File: src/rtl/pwc_pkg.sv
package pwc_pkg;
   localparam int unsigned PWC_HALF_W = 16;
   localparam logic [PWC_HALF_W-1:0] PWC_DEF_TAPS = 16'hB400;
   localparam logic [PWC_HALF_W-1:0] PWC_DEF_SEED = 16'hACE1;

   // Classification of an incoming covered word
   typedef struct packed {
      logic is_pw;
      logic is_kill;
      logic is_lower;
   } pwc_tag_t;
endpackage

File: src/rtl/pwc_lfsr.sv
module pwc_lfsr #(
   parameter int unsigned W      = 16,
   parameter logic [W-1:0] TAPS  = 16'hB400,
   parameter logic [W-1:0] SEED  = 16'hACE1,
   parameter bit          GALOIS = 1'b1
) (
   input  logic         clk,
   input  logic         rst_n,
   input  logic         adv,
   output logic [W-1:0] nxt
);
   logic [W-1:0] st;

   generate
      if (SEED == '0) begin : g_bad_seed
         $error("pwc_lfsr: SEED must be nonzero");
      end
      if (W < 4) begin : g_bad_w
         $error("pwc_lfsr: W too small");
      end
      if (GALOIS) begin : g_galois
         always_comb nxt = st[0] ? ((st >> 1) ^ TAPS) : (st >> 1);
      end else begin : g_fib
         logic fb;
         always_comb begin
            fb  = ^(st & TAPS);
            nxt = {st[W-2:0], fb};
         end
      end
   endgenerate

   always_ff @(posedge clk or negedge rst_n) begin
      if (!rst_n)   st <= SEED;
      else if (adv) st <= nxt;
   end

   p_never_zero_r2: assert property (@(posedge clk) disable iff (!rst_n)
      adv |=> st != '0);
endmodule

File: src/rtl/pwc_pad.sv
module pwc_pad #(
   parameter int unsigned W = 16
) (
   input  logic         clk,
   input  logic         rst_n,
   input  logic         load,
   input  logic [W-1:0] load_val,
   input  logic         consume,
   input  logic [W-1:0] cipher,
   output logic [W-1:0] pad,
   output logic         fresh,
   output logic [W-1:0] plain
);
   always_ff @(posedge clk or negedge rst_n) begin
      if (!rst_n) begin
         pad   <= '0;
         fresh <= 1'b0;
      end else if (load) begin
         pad   <= load_val;
         fresh <= 1'b1;
      end else if (consume) begin
         fresh <= 1'b0;
      end
   end

   always_comb plain = cipher ^ pad;

   p_load_fresh_r2: assert property (@(posedge clk) disable iff (!rst_n)
      load |=> fresh && pad == $past(load_val));
   p_spent_r4: assert property (@(posedge clk) disable iff (!rst_n)
      (consume && !load) |=> !fresh && $stable(pad));
endmodule

File: src/rtl/pwc_seq.sv
module pwc_seq
   import pwc_pkg::*;
#(
   parameter int unsigned W = 16
) (
   input  logic           clk,
   input  logic           rst_n,
   input  logic           rn_req,
   input  logic           wd_valid,
   input  pwc_tag_t       tag,
   input  logic           fresh,
   input  logic [W-1:0]   plain,
   input  logic [2*W-1:0] kill_pw,
   input  logic [2*W-1:0] acc_pw,
   output logic           consume,
   output logic           data_valid,
   output logic [W-1:0]   data_plain,
   output logic           pw_pass,
   output logic           pw_fail,
   output logic           pw_is_kill,
   output logic           seq_err
);
   localparam int unsigned PW_W = 2 * W;

   logic           have_up;
   logic           up_kill;
   logic [W-1:0]   up_val;
   logic           locked;
   logic           ignore_w;
   logic [PW_W-1:0] full;
   logic [PW_W-1:0] stored;
   logic           match;

   always_comb begin
      ignore_w = tag.is_pw && locked;
      consume  = wd_valid && !rn_req && fresh && !ignore_w;
      full     = {up_val, plain};
      stored   = tag.is_kill ? kill_pw : acc_pw;
      match    = (full == stored) && (!tag.is_kill || (kill_pw != '0));
   end

   always_ff @(posedge clk or negedge rst_n) begin
      if (!rst_n) begin
         have_up    <= 1'b0;
         up_kill    <= 1'b0;
         up_val     <= '0;
         locked     <= 1'b0;
         data_valid <= 1'b0;
         data_plain <= '0;
         pw_pass    <= 1'b0;
         pw_fail    <= 1'b0;
         pw_is_kill <= 1'b0;
         seq_err    <= 1'b0;
      end else begin
         data_valid <= 1'b0;
         pw_pass    <= 1'b0;
         pw_fail    <= 1'b0;
         seq_err    <= 1'b0;
         if (rn_req) begin
            locked <= 1'b0;
         end else if (wd_valid && !ignore_w) begin
            if (!fresh) begin
               seq_err <= 1'b1;
               have_up <= 1'b0;
            end else if (!tag.is_pw) begin
               data_valid <= 1'b1;
               data_plain <= plain;
            end else if (!tag.is_lower) begin
               if (have_up) begin
                  seq_err <= 1'b1;
                  have_up <= 1'b0;
               end else begin
                  have_up <= 1'b1;
                  up_kill <= tag.is_kill;
                  up_val  <= plain;
               end
            end else if (!have_up || (up_kill != tag.is_kill)) begin
               seq_err <= 1'b1;
               have_up <= 1'b0;
            end else begin
               have_up    <= 1'b0;
               pw_is_kill <= tag.is_kill;
               pw_pass    <= match;
               pw_fail    <= !match;
               locked     <= !match;
            end
         end
      end
   end

   p_one_result_r10: assert property (@(posedge clk) disable iff (!rst_n)
      $onehot0({data_valid, pw_pass, pw_fail, seq_err}));
   p_kill_nonzero_r6: assert property (@(posedge clk) disable iff (!rst_n)
      (pw_pass && pw_is_kill) |-> $past(kill_pw) != '0);
   p_fail_locks_r9: assert property (@(posedge clk) disable iff (!rst_n)
      pw_fail |-> locked);
   p_locked_quiet_r9: assert property (@(posedge clk) disable iff (!rst_n)
      (locked && !rn_req && wd_valid && tag.is_pw) |=> !(pw_pass || pw_fail || seq_err));
   p_stale_err_r4: assert property (@(posedge clk) disable iff (!rst_n)
      (wd_valid && !rn_req && !fresh && !(tag.is_pw && locked)) |=> seq_err);
endmodule

File: src/rtl/pwcover_unit.sv
module pwcover_unit
   import pwc_pkg::*;
#(
   parameter int unsigned  W      = PWC_HALF_W,
   parameter logic [W-1:0] TAPS   = PWC_DEF_TAPS,
   parameter logic [W-1:0] SEED   = PWC_DEF_SEED,
   parameter bit           GALOIS = 1'b1
) (
   input  logic             clk,
   input  logic             rst_n,
   input  logic             rn_req,
   input  logic             wd_valid,
   input  logic             wd_pw,
   input  logic             wd_kill,
   input  logic             wd_lower,
   input  logic [W-1:0]     wd_cipher,
   input  logic [2*W-1:0]   kill_pw,
   input  logic [2*W-1:0]   acc_pw,
   output logic             rn_valid,
   output logic [W-1:0]     rn_out,
   output logic             data_valid,
   output logic [W-1:0]     data_plain,
   output logic             pw_pass,
   output logic             pw_fail,
   output logic             pw_is_kill,
   output logic             seq_err
);
   logic [W-1:0] rn_nxt;
   logic [W-1:0] plain;
   logic         fresh;
   logic         consume;
   pwc_tag_t     tag;

   always_comb tag = '{is_pw: wd_pw, is_kill: wd_kill, is_lower: wd_lower};

   pwc_lfsr #(.W(W), .TAPS(TAPS), .SEED(SEED), .GALOIS(GALOIS)) u_lfsr (
      .clk(clk), .rst_n(rst_n), .adv(rn_req), .nxt(rn_nxt)
   );

   pwc_pad #(.W(W)) u_pad (
      .clk(clk), .rst_n(rst_n), .load(rn_req), .load_val(rn_nxt),
      .consume(consume), .cipher(wd_cipher), .pad(rn_out),
      .fresh(fresh), .plain(plain)
   );

   pwc_seq #(.W(W)) u_seq (
      .clk(clk), .rst_n(rst_n), .rn_req(rn_req), .wd_valid(wd_valid),
      .tag(tag), .fresh(fresh), .plain(plain), .kill_pw(kill_pw),
      .acc_pw(acc_pw), .consume(consume), .data_valid(data_valid),
      .data_plain(data_plain), .pw_pass(pw_pass), .pw_fail(pw_fail),
      .pw_is_kill(pw_is_kill), .seq_err(seq_err)
   );

   always_ff @(posedge clk or negedge rst_n) begin
      if (!rst_n) rn_valid <= 1'b0;
      else        rn_valid <= rn_req;
   end

   p_no_overlap_in: assert property (@(posedge clk) disable iff (!rst_n)
      !(rn_req && wd_valid));
   p_rn_resp_r2: assert property (@(posedge clk) disable iff (!rst_n)
      rn_req |=> rn_valid && rn_out != '0);
   p_rn_hold_r2: assert property (@(posedge clk) disable iff (!rst_n)
      !rn_req |=> $stable(rn_out));
endmodule

File: config.mk
export PLATFORM = sky130hd
export DESIGN_NAME = pwcover_unit
export DESIGN_NICKNAME = d
export VERILOG_FILES = /design/src/rtl/pwc_pkg.sv /design/src/rtl/pwc_lfsr.sv /design/src/rtl/pwc_pad.sv /design/src/rtl/pwc_seq.sv /design/src/rtl/pwcover_unit.sv
export SDC_FILE = /design/constraint.sdc
export NUM_CORES = 1
export LEC_CHECK = 0
export ABC_AREA = 1
export BUFFER_PORTS_ARGS = -buffer_cell sky130_fd_sc_hd__buf_4
export CAP_MARGIN = 20
export CORE_MARGIN = 10
export CORE_UTILIZATION = 36
export DETAILED_ROUTE_END_ITERATION = 16
export GPL_TIMING_DRIVEN = 1
export PLACE_DENSITY = 0.55
export SETUP_SLACK_MARGIN = 0.2
export SKIP_LAST_GASP = 1
export SLEW_MARGIN = 5
export SYNTH_ARGS = -nofsm -noshare
export SYNTH_HDL_FRONTEND = slang
export SYNTH_SLANG_ARGS = --single-unit
File: constraint.sdc
create_clock -name clk -period 2.3 [get_ports clk]
set_input_delay 0.115 -clock clk [delete_from_list [all_inputs] [get_ports clk]]
set_output_delay 0.115 -clock clk [all_outputs]
set_load 0.01 [all_outputs]
==> results of run 1 <==
-- per-stage QoR --
step                      hold WS, ns  area [um2]  setup slack, ns  instances  util [%]
after floorplan                -0.181        4210            0.993        663         -
after global placement          0.280        5160            0.522        908      45.2
after detailed placement        0.281        5160            0.506        908      45.2
after CTS                      0.0458        5520            0.693        925      48.3
after global routing           0.0483        5520            0.481        925      48.3
final                          0.0568        5520            0.677        925      48.3
-- state kept, by name (all words and copies together) (netlist names), 8 cells and up --
register / flops
u_lfsr.st: 16
u_seq.data_plain: 16
u_seq.up_val: 16
u_pad.pad: 8
-- worst max-delay path: cells and delay by family (launching register included) --
family           cells  cell delay [ns]
XOR/XNOR             1             0.39
AND/OR/NAND/NOR      9             0.71
flip-flops           1             0.41
-- synth_stat cells --
cell	count	area, um2
a21boi_2	1	11.3
a21oi_1	20	100
buf_2	5	25.0
buf_4	15	113
buf_6	3	33.8
clkbuf_1	3	11.3
clkbuf_2	1	5.00
clkinv_1	1	3.75
dfrtp_1	58	1450
dfstp_2	8	210
inv_1	83	312
inv_2	1	3.75
inv_4	1	6.26
nand2_1	335	1260
nand3_1	19	95.1
nand4_1	3	18.8
nor2_1	43	161
nor2_4	1	11.3
nor3_1	2	10.0
nor3_4	1	16.3
o211ai_1	1	7.51
o21ai_0	40	200
o21ai_1	3	15.0
or2_2	2	12.5
xnor2_1	5	43.8
xor2_1	8	70.1
-- worst paths after layout --
kind,to
hold reg to reg,u_lfsr.st[7]$_DFFE_PN1P_
max in group asynchronous,u_seq.data_plain[8]$_DFFE_PN0P_
setup / recovery,u_seq.locked$_DFFE_PN0P_
hold / removal,rn_valid$_DFF_PN0_
min in group asynchronous,u_seq.up_val[2]$_DFFE_PN0P_
setup reg to reg,u_seq.locked$_DFFE_PN0P_
-- cell type report --
type | count | area share, %
repair buffers | 130 | 17.7
multi-input cells | 484 | 36.8
well taps | 143 | 3.24
clock buffers | 10 | 4.15
inverters | 86 | 5.90
flip-flops and latches | 66 | 30.1
clock inverters | 6 | 2.04
-- logic make-up (layout without fill, tap and decap cells) --
group / count (synthesis) / after routing / share of synthesized area, %
XOR/XNOR: 13 / 13 / 2.71
AND/OR/NAND/NOR: 406 / 406 / 37.6
buffers and inverters: 113 / 232 / 12.2
AO/OA/AOI/OAI: 65 / 65 / 7.94
flip-flops: 66 / 66 / 39.5
-- power groups by stage --
stage | Combinational (mW) | Sequential [mW] | Clock (mW)
2_1_floorplan | 0.830 | 1.76 | 0
3_3_place_gp | 1.49 | 1.76 | 0
3_5_place_dp | 1.51 | 1.77 | 0
4_1_cts | 1.52 | 1.75 | 1.63
5_1_grt | 1.71 | 1.79 | 1.69
6_report | 1.49 | 1.75 | 1.60
-- metal layers --
metal	vias up	track usage (%)	routed length, um
li1	2219	-	-
met1	1876	22.7	6250
met2	96	27.0	6610
met3	6	4.09	977
met4	0	5.56	103
met5	-	0	0
==> impl_metrics.py, run 1 <==
metrics = {
    "run_status": {
        "status": "completed",
    },
    "cts": {
        "cts.clk_slew.worst_paths_ns": 0.06,
        "cts_tree": "built",
        "cts_resized": 0,
        "cts.htree.levels": 3,
        "clk-insertion-delay-late_ns": 0.33,
        "cts_made_buffers": 9,
        "cts-root-buf": "clkbuf_16",
        "hold_buffers": 1,
        "clock_path_buffers": 2,
        "clock_sinks": 66,
        "post-cts-setup-buffer-count": 0,
    },
    "floorplan": {
        "rows": 39,
        "initial_core_util_pct": 36.8,
        "core_area_mm2": 0.0114,
        "die_x_um": 128,
        "fp.dieH_um": 128,
        "io_pins": 125,
        "floorplan.die_area_mm2": 0.0164,
    },
    "layout": {
        "drive_above_1_share_pct": 20.3,
        "mostFrequentLayoutCells": "nand2_1 (335), buf_4 (129), inv_1 (83)",
        "diodes": 0,
        "fin_nets": 864,
        "final_common_cell": "nand2_1",
        "area_growth_pct": 31.2,
        "register_area_mm2": 0.00166,
        "nFillCells": 1191,
        "multiInputGateArea_mm2": 0.00203,
    },
    "routing": {
        "viasPerCell": 4.54,
        "drcViolationCount": 0,
        "ant_nets": 0,
        "drt_iter0_drc": 272,
        "drt-total-wl_um": 13900,
        "routedWlPerCell_um": 15.1,
        "drt-pass1-iter-count": 4,
        "route.vias.total": 4197,
    },
    "timing": {
        "rsz0062_at_grt": "no",
        "slew_viol_final": 0,
        "setup_tns_ns": 0,
        "worst_pin_slew_ns": 0.877,
        "relSlewSlack_pct": 41.6,
        "finalSetupViolCount": 0,
        "hold_violations": 0,
        "clock.fmax_mhz": 616,
        "min_period_ns": 1.62,
        "finalClockSkew_ns": 0.00603,
        "fin_crit_sh_pct": 70.6,
    },
    "global_route": {
        "antenna_found_initial": 0,
        "grt_pass1_wl_um": 22200,
        "grt_pass1_vias": 4211,
        "grt_start_max_net_pins": 67,
        "gr-total-overflow": 0,
        "grt_usage_pct": 17.2,
    },
    "pwr": {
        "p_int_mw": 3.20,
        "max-vdd-ir-drop_uv": 500,
        "finalPower_mw": 4.84,
        "leakagePower_nw": 3.15,
        "p_clk_share_pct": 33.1,
        "p_sw_mw": 1.64,
        "seq_power_share_pct": 36.1,
        "switching_share_pct": 33.9,
        "powerDensity_mw_per_mm2": 877,
        "combinationalPowerShare_pct": 30.8,
    },
    "placement": {
        "port_buffers": 124,
        "hpwl_um": 11200,
        "gp_congestion": 0.833,
    },
    "critical_path": {
        "cp.required_ns": 2.52,
        "crit_top_cell": "nand2_1",
        "slowest_stage": "dfrtp_1",
        "startpoint": "u_pad.pad[0]$_DFFE_PN0P_",
        "reg2reg_from": "u_pad.pad[0]$_DFFE_PN0P_",
        "cp_max_fo": 4,
        "end_kind": "flop",
        "cp_data_arrival_time_ns": 1.84,
        "rrSetupSlack_ns": 0.68,
        "crit_path_max_incr_delay_ns": 0.41,
        "crit_type": "flop to flop",
        "startpoint_type": "flop",
        "crit_path_cell_trace": "xnor2_1 > nand2_1 > nand2_1 > nand2_1 > nor2_1 > nand2_1 > nor2_1 > nand3_1 > nand2_1 > nand2_1",
        "rr_worst_depth": 10,
    },
    "synthesis": {
        "yosysUniqueCellTypes": 26,
        "syn_avg_cell_area_um2": 6.34,
        "synth-seq-area-share_pct": 39.5,
        "synth.net_count": 750,
        "synth.ff_latch_count": 66,
        "synthCells": 663,
        "yosys_warnings": 0,
        "syn_area_mm2": 0.00421,
    },
    "hold_path": {
        "min_from": "rn_req",
        "hp-class": "input port to flop",
        "hold_depth": 1,
    },
    "run": {
        "maxCapViolCount": 0,
    },
}
(Power assumes the default switching activity.)
==> run 2, diff against run 1 <==
- clock period: 2.3 -> 1.6 ns (I/O delays scaled with it)
==> run 2 against run 1 <==
Effect of this change: via count rose by 6.2%; clock-buffer cell count did not move; non-clock buffer count rose by 34; sequential share of layout area fell by 2.7 points; setup slack got worse by 0.58 ns; wire length rose by 7.7%; final cell count rose by 3.7%; utilization rose by 4.9 points; register-to-register slack got worse by 0.58 ns; critical endpoint is now u_seq.data_plain[6]$_DFFE_PN0P_.
==> impl_metrics.py, run 2 (synthesized netlist as in run 1, its figures left out) <==
metrics = {
    "run_status": {
        "status": "completed",
    },
    "global_route": {
        "antenna_found_initial": 0,
        "grt_usage_pct": 17.1,
        "grt_pass1_wl_um": 22100,
        "grt_pass1_vias": 4244,
        "grt_start_max_net_pins": 44,
        "gr-total-overflow": 0,
    },
    "timing": {
        "relSlewSlack_pct": 58.5,
        "hold_violations": 0,
        "fin_crit_sh_pct": 93.6,
        "holdWs_ns": 0.0589,
        "rsz0062_at_grt": "yes",
        "worst_pin_slew_ns": 0.622,
        "finalClockSkew_ns": 0.00727,
        "slew_viol_final": 0,
        "min_period_ns": 1.50,
        "finalSetupViolCount": 0,
        "clock.fmax_mhz": 667,
    },
    "routing": {
        "wl_met1_um": 6590,
        "wl_met2_um": 7120,
        "drt_iter0_drc": 229,
        "routedWlPerCell_um": 15.7,
        "ant_nets": 0,
        "wl_met3_um": 1010,
        "route.vias.total": 4458,
        "dr.max_layer_used": "met4",
        "drt-pass1-iter-count": 4,
        "viasPerCell": 4.65,
        "drt-total-wl_um": 15000,
        "drcViolationCount": 0,
    },
    "layout": {
        "mostFrequentLayoutCells": "nand2_1 (297), buf_4 (150), inv_1 (74)",
        "fin_area_mm2": 0.00608,
        "area_growth_pct": 44.5,
        "final_common_cell": "nand2_1",
        "drive_above_1_share_pct": 31.1,
        "diodes": 0,
        "fin_nets": 898,
        "largestRegisters": "u_lfsr.st (16), u_seq.data_plain (16), u_seq.up_val (16)",
    },
    "pwr": {
        "powerDensity_mw_per_mm2": 1190,
        "max-vdd-ir-drop_uv": 762,
        "finalPower_mw": 7.23,
        "leakagePower_nw": 3.39,
    },
    "critical_path": {
        "end_kind": "flop",
        "r2r_end": "u_seq.data_plain[6]$_DFFE_PN0P_",
        "reg2reg_from": "u_seq.locked$_DFFE_PN0P_",
        "startpoint_type": "flop",
        "rrSetupSlack_ns": 0.10,
        "cp_data_arrival_time_ns": 1.75,
        "rr_worst_depth": 9,
        "cp_max_fo": 6,
        "cp.required_ns": 1.85,
        "crit_type": "flop to flop",
    },
    "cts": {
        "cts-root-buf": "clkbuf_16",
        "clock_path_buffers": 2,
        "clock_sinks": 66,
        "cts_made_buffers": 9,
        "cts_tree": "built",
        "cts.htree.levels": 3,
        "cts.clk_slew.worst_paths_ns": 0.06,
        "clk-insertion-delay-late_ns": 0.33,
    },
    "placement": {
        "port_buffers": 124,
        "hpwl_um": 11500,
        "gp_congestion": 0.837,
        "placed_cell_area_mm2": 0.00530,
    },
    "floorplan": {
        "io_pins": 125,
        "core_area_mm2": 0.0114,
        "die_x_um": 128,
        "rows": 39,
        "floorplan.die_area_mm2": 0.0164,
        "initial_core_util_pct": 36.8,
        "fp.dieH_um": 128,
    },
    "hold_path": {
        "min_from": "wd_cipher[11]",
        "hold_path_end": "u_seq.data_plain[11]$_DFFE_PN0P_",
        "hold_depth": 4,
        "hp-class": "input port to flop",
    },
    "run": {
        "maxCapViolCount": 0,
    },
}
[run 2: layout make-up]
| cell class | instances | area (um2) |
|---|---|---|
| timing repair buffer | 164 | 1390 |
| clock buffer | 10 | 229 |
| multi-input combinational | 484 | 2190 |
| fill | 1155 | 5340 |
| clock inverter | 6 | 92.6 |
| inverter | 86 | 330 |
| tap | 143 | 179 |
| sequential | 66 | 1660 |
[run 2: what timing repair did]
item | in CTS | in global routing
endpoints found under the setup margin | 25 | 37
hold buffers | 1 | 0
gates cloned | 0 | 5
pin swaps | 8 | 13
buffers inserted | 9 | 11
gates resized for setup | 17 | 66
endpoints found under the hold margin | 34 | 0
[run 2: power by group]
part           internal, mW  switching [mW]  leakage, nW
clock network          1.37           0.741        0.149
registers              2.16           0.374        0.792
logic                  1.20            1.39         2.45
total                  4.72            2.51         3.39
[run 2: worst max path at each step]
stage                                   start                                to  slack [ns]
detailed placement  u_lfsr.st[12]$_DFFE_PN0P_          u_seq.locked$_DFFE_PN0P_      -0.006
global placement    u_lfsr.st[12]$_DFFE_PN0P_          u_seq.locked$_DFFE_PN0P_       0.005
finish               u_seq.locked$_DFFE_PN0P_   u_seq.data_plain[6]$_DFFE_PN0P_        0.10
global route        u_pad.pad[15]$_DFFE_PN0P_          u_seq.locked$_DFFE_PN0P_       -0.02
floorplan            u_seq.locked$_DFFE_PN0P_  u_seq.data_plain[13]$_DFFE_PN0P_        0.29
CTS                  u_pad.pad[0]$_DFFE_PN0P_          u_seq.locked$_DFFE_PN0P_        0.14
[run 2: metal layers]
layer / GRT usage, % / vias to the layer above
met5: 0 / -
met4: 5.03 / 0
met3: 4.05 / 19
met2: 27.3 / 105
met1: 22.3 / 2039
li1: - / 2295
[run 2: metrics by stage]
step	setup TNS, ns	worst slack, ns	util [%]	cells
final	0	0.102	53.2	959
after floorplan	0	0.293	-	663
after detailed placement	-0.00576	-0.00576	46.4	917
after CTS	0	0.141	50.2	943
after global routing	-0.0338	-0.0243	53.2	959
after global placement	0	0.00474	46.4	917
[run 2: critical path: stages, from the launching register on]
cell       delay [ns]
dfrtp_1          0.40
a21boi_2         0.17
inv_1            0.06
nor2_1           0.11
inv_2            0.06
nor3_4           0.18
buf_6            0.16
clkbuf_16        0.14
nor2_1           0.04
a21oi_1          0.10
==> run 3, diff against run 2 <==
- ABC_AREA: 1 -> default
- PLACE_DENSITY: 0.55 -> default
- PLACE_DENSITY_LB_ADDON: default -> 0.05
- SYNTH_HIERARCHICAL: default -> 1
==> run 3 against run 2 <==
Effect of this change: the flow now finishes with violations (negative setup slack); fmax shrank 17%; die area shrank 6.0%; clock skew hardly changed.
==> impl_metrics.py, run 3 <==
metrics = {
    "timing": {
        "finalClockSkew_ns": 0.00697,
        "holdWs_ns": 0.0703,
        "min_period_ns": 1.81,
        "worst_pin_slew_ns": 0.518,
        "relSlewSlack_pct": 65.5,
        "setup_slack_ns": -0.210,
        "rsz0062_at_grt": "yes",
        "hold_violations": 0,
        "clock.fmax_mhz": 553,
        "fin_crit_sh_pct": 113,
        "finalSetupViolCount": 17,
        "slew_viol_final": 0,
    },
    "floorplan": {
        "floorplan.die_area_mm2": 0.0154,
        "initial_core_util_pct": 37.3,
        "core_area_mm2": 0.0105,
        "fp.dieH_um": 124,
        "rows": 37,
        "io_pins": 125,
        "die_x_um": 124,
    },
    "layout": {
        "layout.cells.non_filler": 601,
        "mostFrequentLayoutCells": "buf_4 (167), dfrtp_1 (66), mux2_2 (41)",
        "fin_area_mm2": 0.00577,
        "drive_above_1_share_pct": 62.4,
        "fin_nets": 547,
        "area_growth_pct": 47.8,
        "final_util_pct": 55.2,
        "diodes": 0,
        "final_common_cell": "buf_4",
    },
    "cts": {
        "cts.clk_slew.worst_paths_ns": 0.08,
        "cts_tree": "built",
        "cts-root-buf": "clkbuf_8",
        "clock_sinks": 74,
        "cts.htree.levels": 3,
        "clock_path_buffers": 2,
        "cts_made_buffers": 9,
        "clk-insertion-delay-late_ns": 0.35,
    },
    "critical_path": {
        "crit_path_end": "u_seq/pw_pass$_DFF_PN0_",
        "cp_max_fo": 3,
        "startpoint": "u_pad/pad[11]$_DFFE_PN0P_",
        "crit_type": "flop to flop",
        "slowest_stage": "dfrtp_1",
        "rr_worst_depth": 6,
        "startpoint_type": "flop",
        "crit_path_max_incr_delay_ns": 0.41,
        "crit_path_cell_trace": "xor2_2 > xnor2_1 > nor4_1 > nand4_1 > buf_4 > nor4_2",
        "rrSetupSlack_ns": -0.21,
        "path_depth": 6,
        "cp_num_buf_inv": 1,
        "r2r_end": "u_seq/pw_pass$_DFF_PN0_",
        "cp.required_ns": 1.86,
        "end_kind": "flop",
        "cp_top_family": "simple AND/OR/NAND/NOR gates",
        "cp_data_arrival_time_ns": 2.07,
        "reg2reg_from": "u_pad/pad[11]$_DFFE_PN0P_",
    },
    "synthesis": {
        "netlist_top_cells_area": "dfrtp_1 (42%), mux2_2 (16%), mux2i_1 (8.2%)",
        "ys_async_sr_fraction_pct": 100,
        "synth-seq-area-share_pct": 47.6,
        "synth_top_area_cell": "dfrtp_1",
        "syn_area_mm2": 0.00391,
        "synth-edff-count": 0,
        "netlist.area_leader.share_pct": 42.3,
        "synthCells": 293,
        "yosys_warnings": 6,
        "synth_flop_cell": "dfrtp_1",
        "synth_commonest_cells": "dfrtp_1 (66), mux2_2 (57), mux2i_1 (32)",
        "synth.most_common_cell": "dfrtp_1",
        "syn_avg_cell_area_um2": 13.3,
        "yosysUniqueCellTypes": 31,
        "synth.net_count": 380,
        "synth.ff_latch_count": 74,
    },
    "routing": {
        "drt-total-wl_um": 11500,
        "viasPerCell": 4.67,
        "route.vias.total": 2809,
        "drt-pass1-iter-count": 4,
        "drt_iter0_drc": 93,
        "routedWlPerCell_um": 19.1,
        "ant_nets": 0,
        "drcViolationCount": 0,
    },
    "global_route": {
        "grt_pass1_wl_um": 17300,
        "grt_usage_pct": 14.9,
        "gr-total-overflow": 0,
        "grt_start_max_net_pins": 55,
        "antenna_found_initial": 0,
        "grt_pass1_vias": 3075,
    },
    "pwr": {
        "powerDensity_mw_per_mm2": 970,
        "leakagePower_nw": 2.86,
        "max-vdd-ir-drop_uv": 443,
    },
    "placement": {
        "placed_cell_area_mm2": 0.00527,
        "hpwl_um": 8880,
        "place_inst": 573,
        "port_buffers": 124,
        "gp_congestion": 0.890,
    },
    "run_status": {
        "violations": "negative setup slack",
        "status": "finished with violations",
    },
    "hold_path": {
        "hp-class": "input port to flop",
    },
    "run": {
        "maxCapViolCount": 0,
    },
}
run 3: changes by cell type after synthesis, sizes merged, moves of 20 or more:
cell	before	now
nor2	44	4
inv	85	5
nand2	335	3
mux2i	0	32
xnor2	5	25
o21ai	43	1
mux2	0	66
run 3: kinds of logic (layout without fill, tap and decap cells):
logic type | count (synthesis) | in the layout | synth area share (%)
AOI/OAI and AO/OA | 6 | 6 | 1.06
buffers and inverters | 28 | 200 | 5.89
muxes | 98 | 98 | 28.1
xor gates and xnor gates | 52 | 52 | 11.7
and+or+nand+nor | 35 | 35 | 5.67
DFF | 74 | 74 | 47.6
run 3: tightest hold or removal path, delay by kind of cell:
family	cells	cell delay, ns
AOI/OAI and AO/OA	1	0.07
and+or+nand+nor	1	0.09
buffers and inverters	1	0.14
run 3: layer usage:
| metal | vias up | track usage [%] | share of wire (%) |
|---|---|---|---|
| li1 | 1350 | - | - |
| met1 | 1343 | 20.3 | 46 |
| met2 | 107 | 21.7 | 43 |
| met3 | 9 | 4.43 | 10 |
| met4 | 0 | 5.54 | 1.2 |
| met5 | - | 0 | 0 |
run 3: how the worst min path moves through the flow:
stage                     start                           end  slack [ns]  cells after the start
after global routing      wd_pw       u_seq/seq_err$_DFF_PN0_        0.08                      3
final                     wd_pw       u_seq/seq_err$_DFF_PN0_        0.07                      3
after detailed placement  rst_n  u_seq/pw_is_kill$_DFFE_PN0P_      -0.005                      1
after CTS                 wd_pw       u_seq/seq_err$_DFF_PN0_        0.04                      3
after floorplan           rst_n            rn_valid$_DFF_PN0_       -0.22                      0
after global placement    rst_n  u_seq/pw_is_kill$_DFFE_PN0P_      -0.006                      1
run 3: area by class of cell:
class / instances / area [um2]
clock buffers: 10 / 128
clock inverters: 6 / 105
fillers: 925 / 4690
inverters: 5 / 18.8
multi-input cells: 191 / 2010
flip-flops and latches: 74 / 1860
well taps: 136 / 170
repair buffers: 179 / 1480
run 3: per-stage QoR:
stage	setup WS, ns	power (mW)	setup TNS (ns)
3_3_place_gp	-0.197	3.81	-0.544
3_5_place_dp	-0.193	3.83	-0.560
2_1_floorplan	-0.0194	3.17	-0.194
4_1_cts	-0.118	5.68	-0.715
6_report	-0.210	5.60	-0.852
5_1_grt	-0.244	5.90	-2.34
run 3: power breakdown:
part           total [mW]  leakage, nW  internal (mW)  switching (mW)
clock network        1.72        0.120           1.03           0.694
logic                1.46         1.81          0.888           0.570
registers            2.42        0.933           2.19           0.229
run 3: what timing repair did:
action,CTS,global route
cloned,3,0
endpoints found under the hold margin,66,0
pin swaps,4,2
resized for setup,25,1
endpoints found under the setup margin,37,37
setup buffers,6,2
hold buffers,1,0
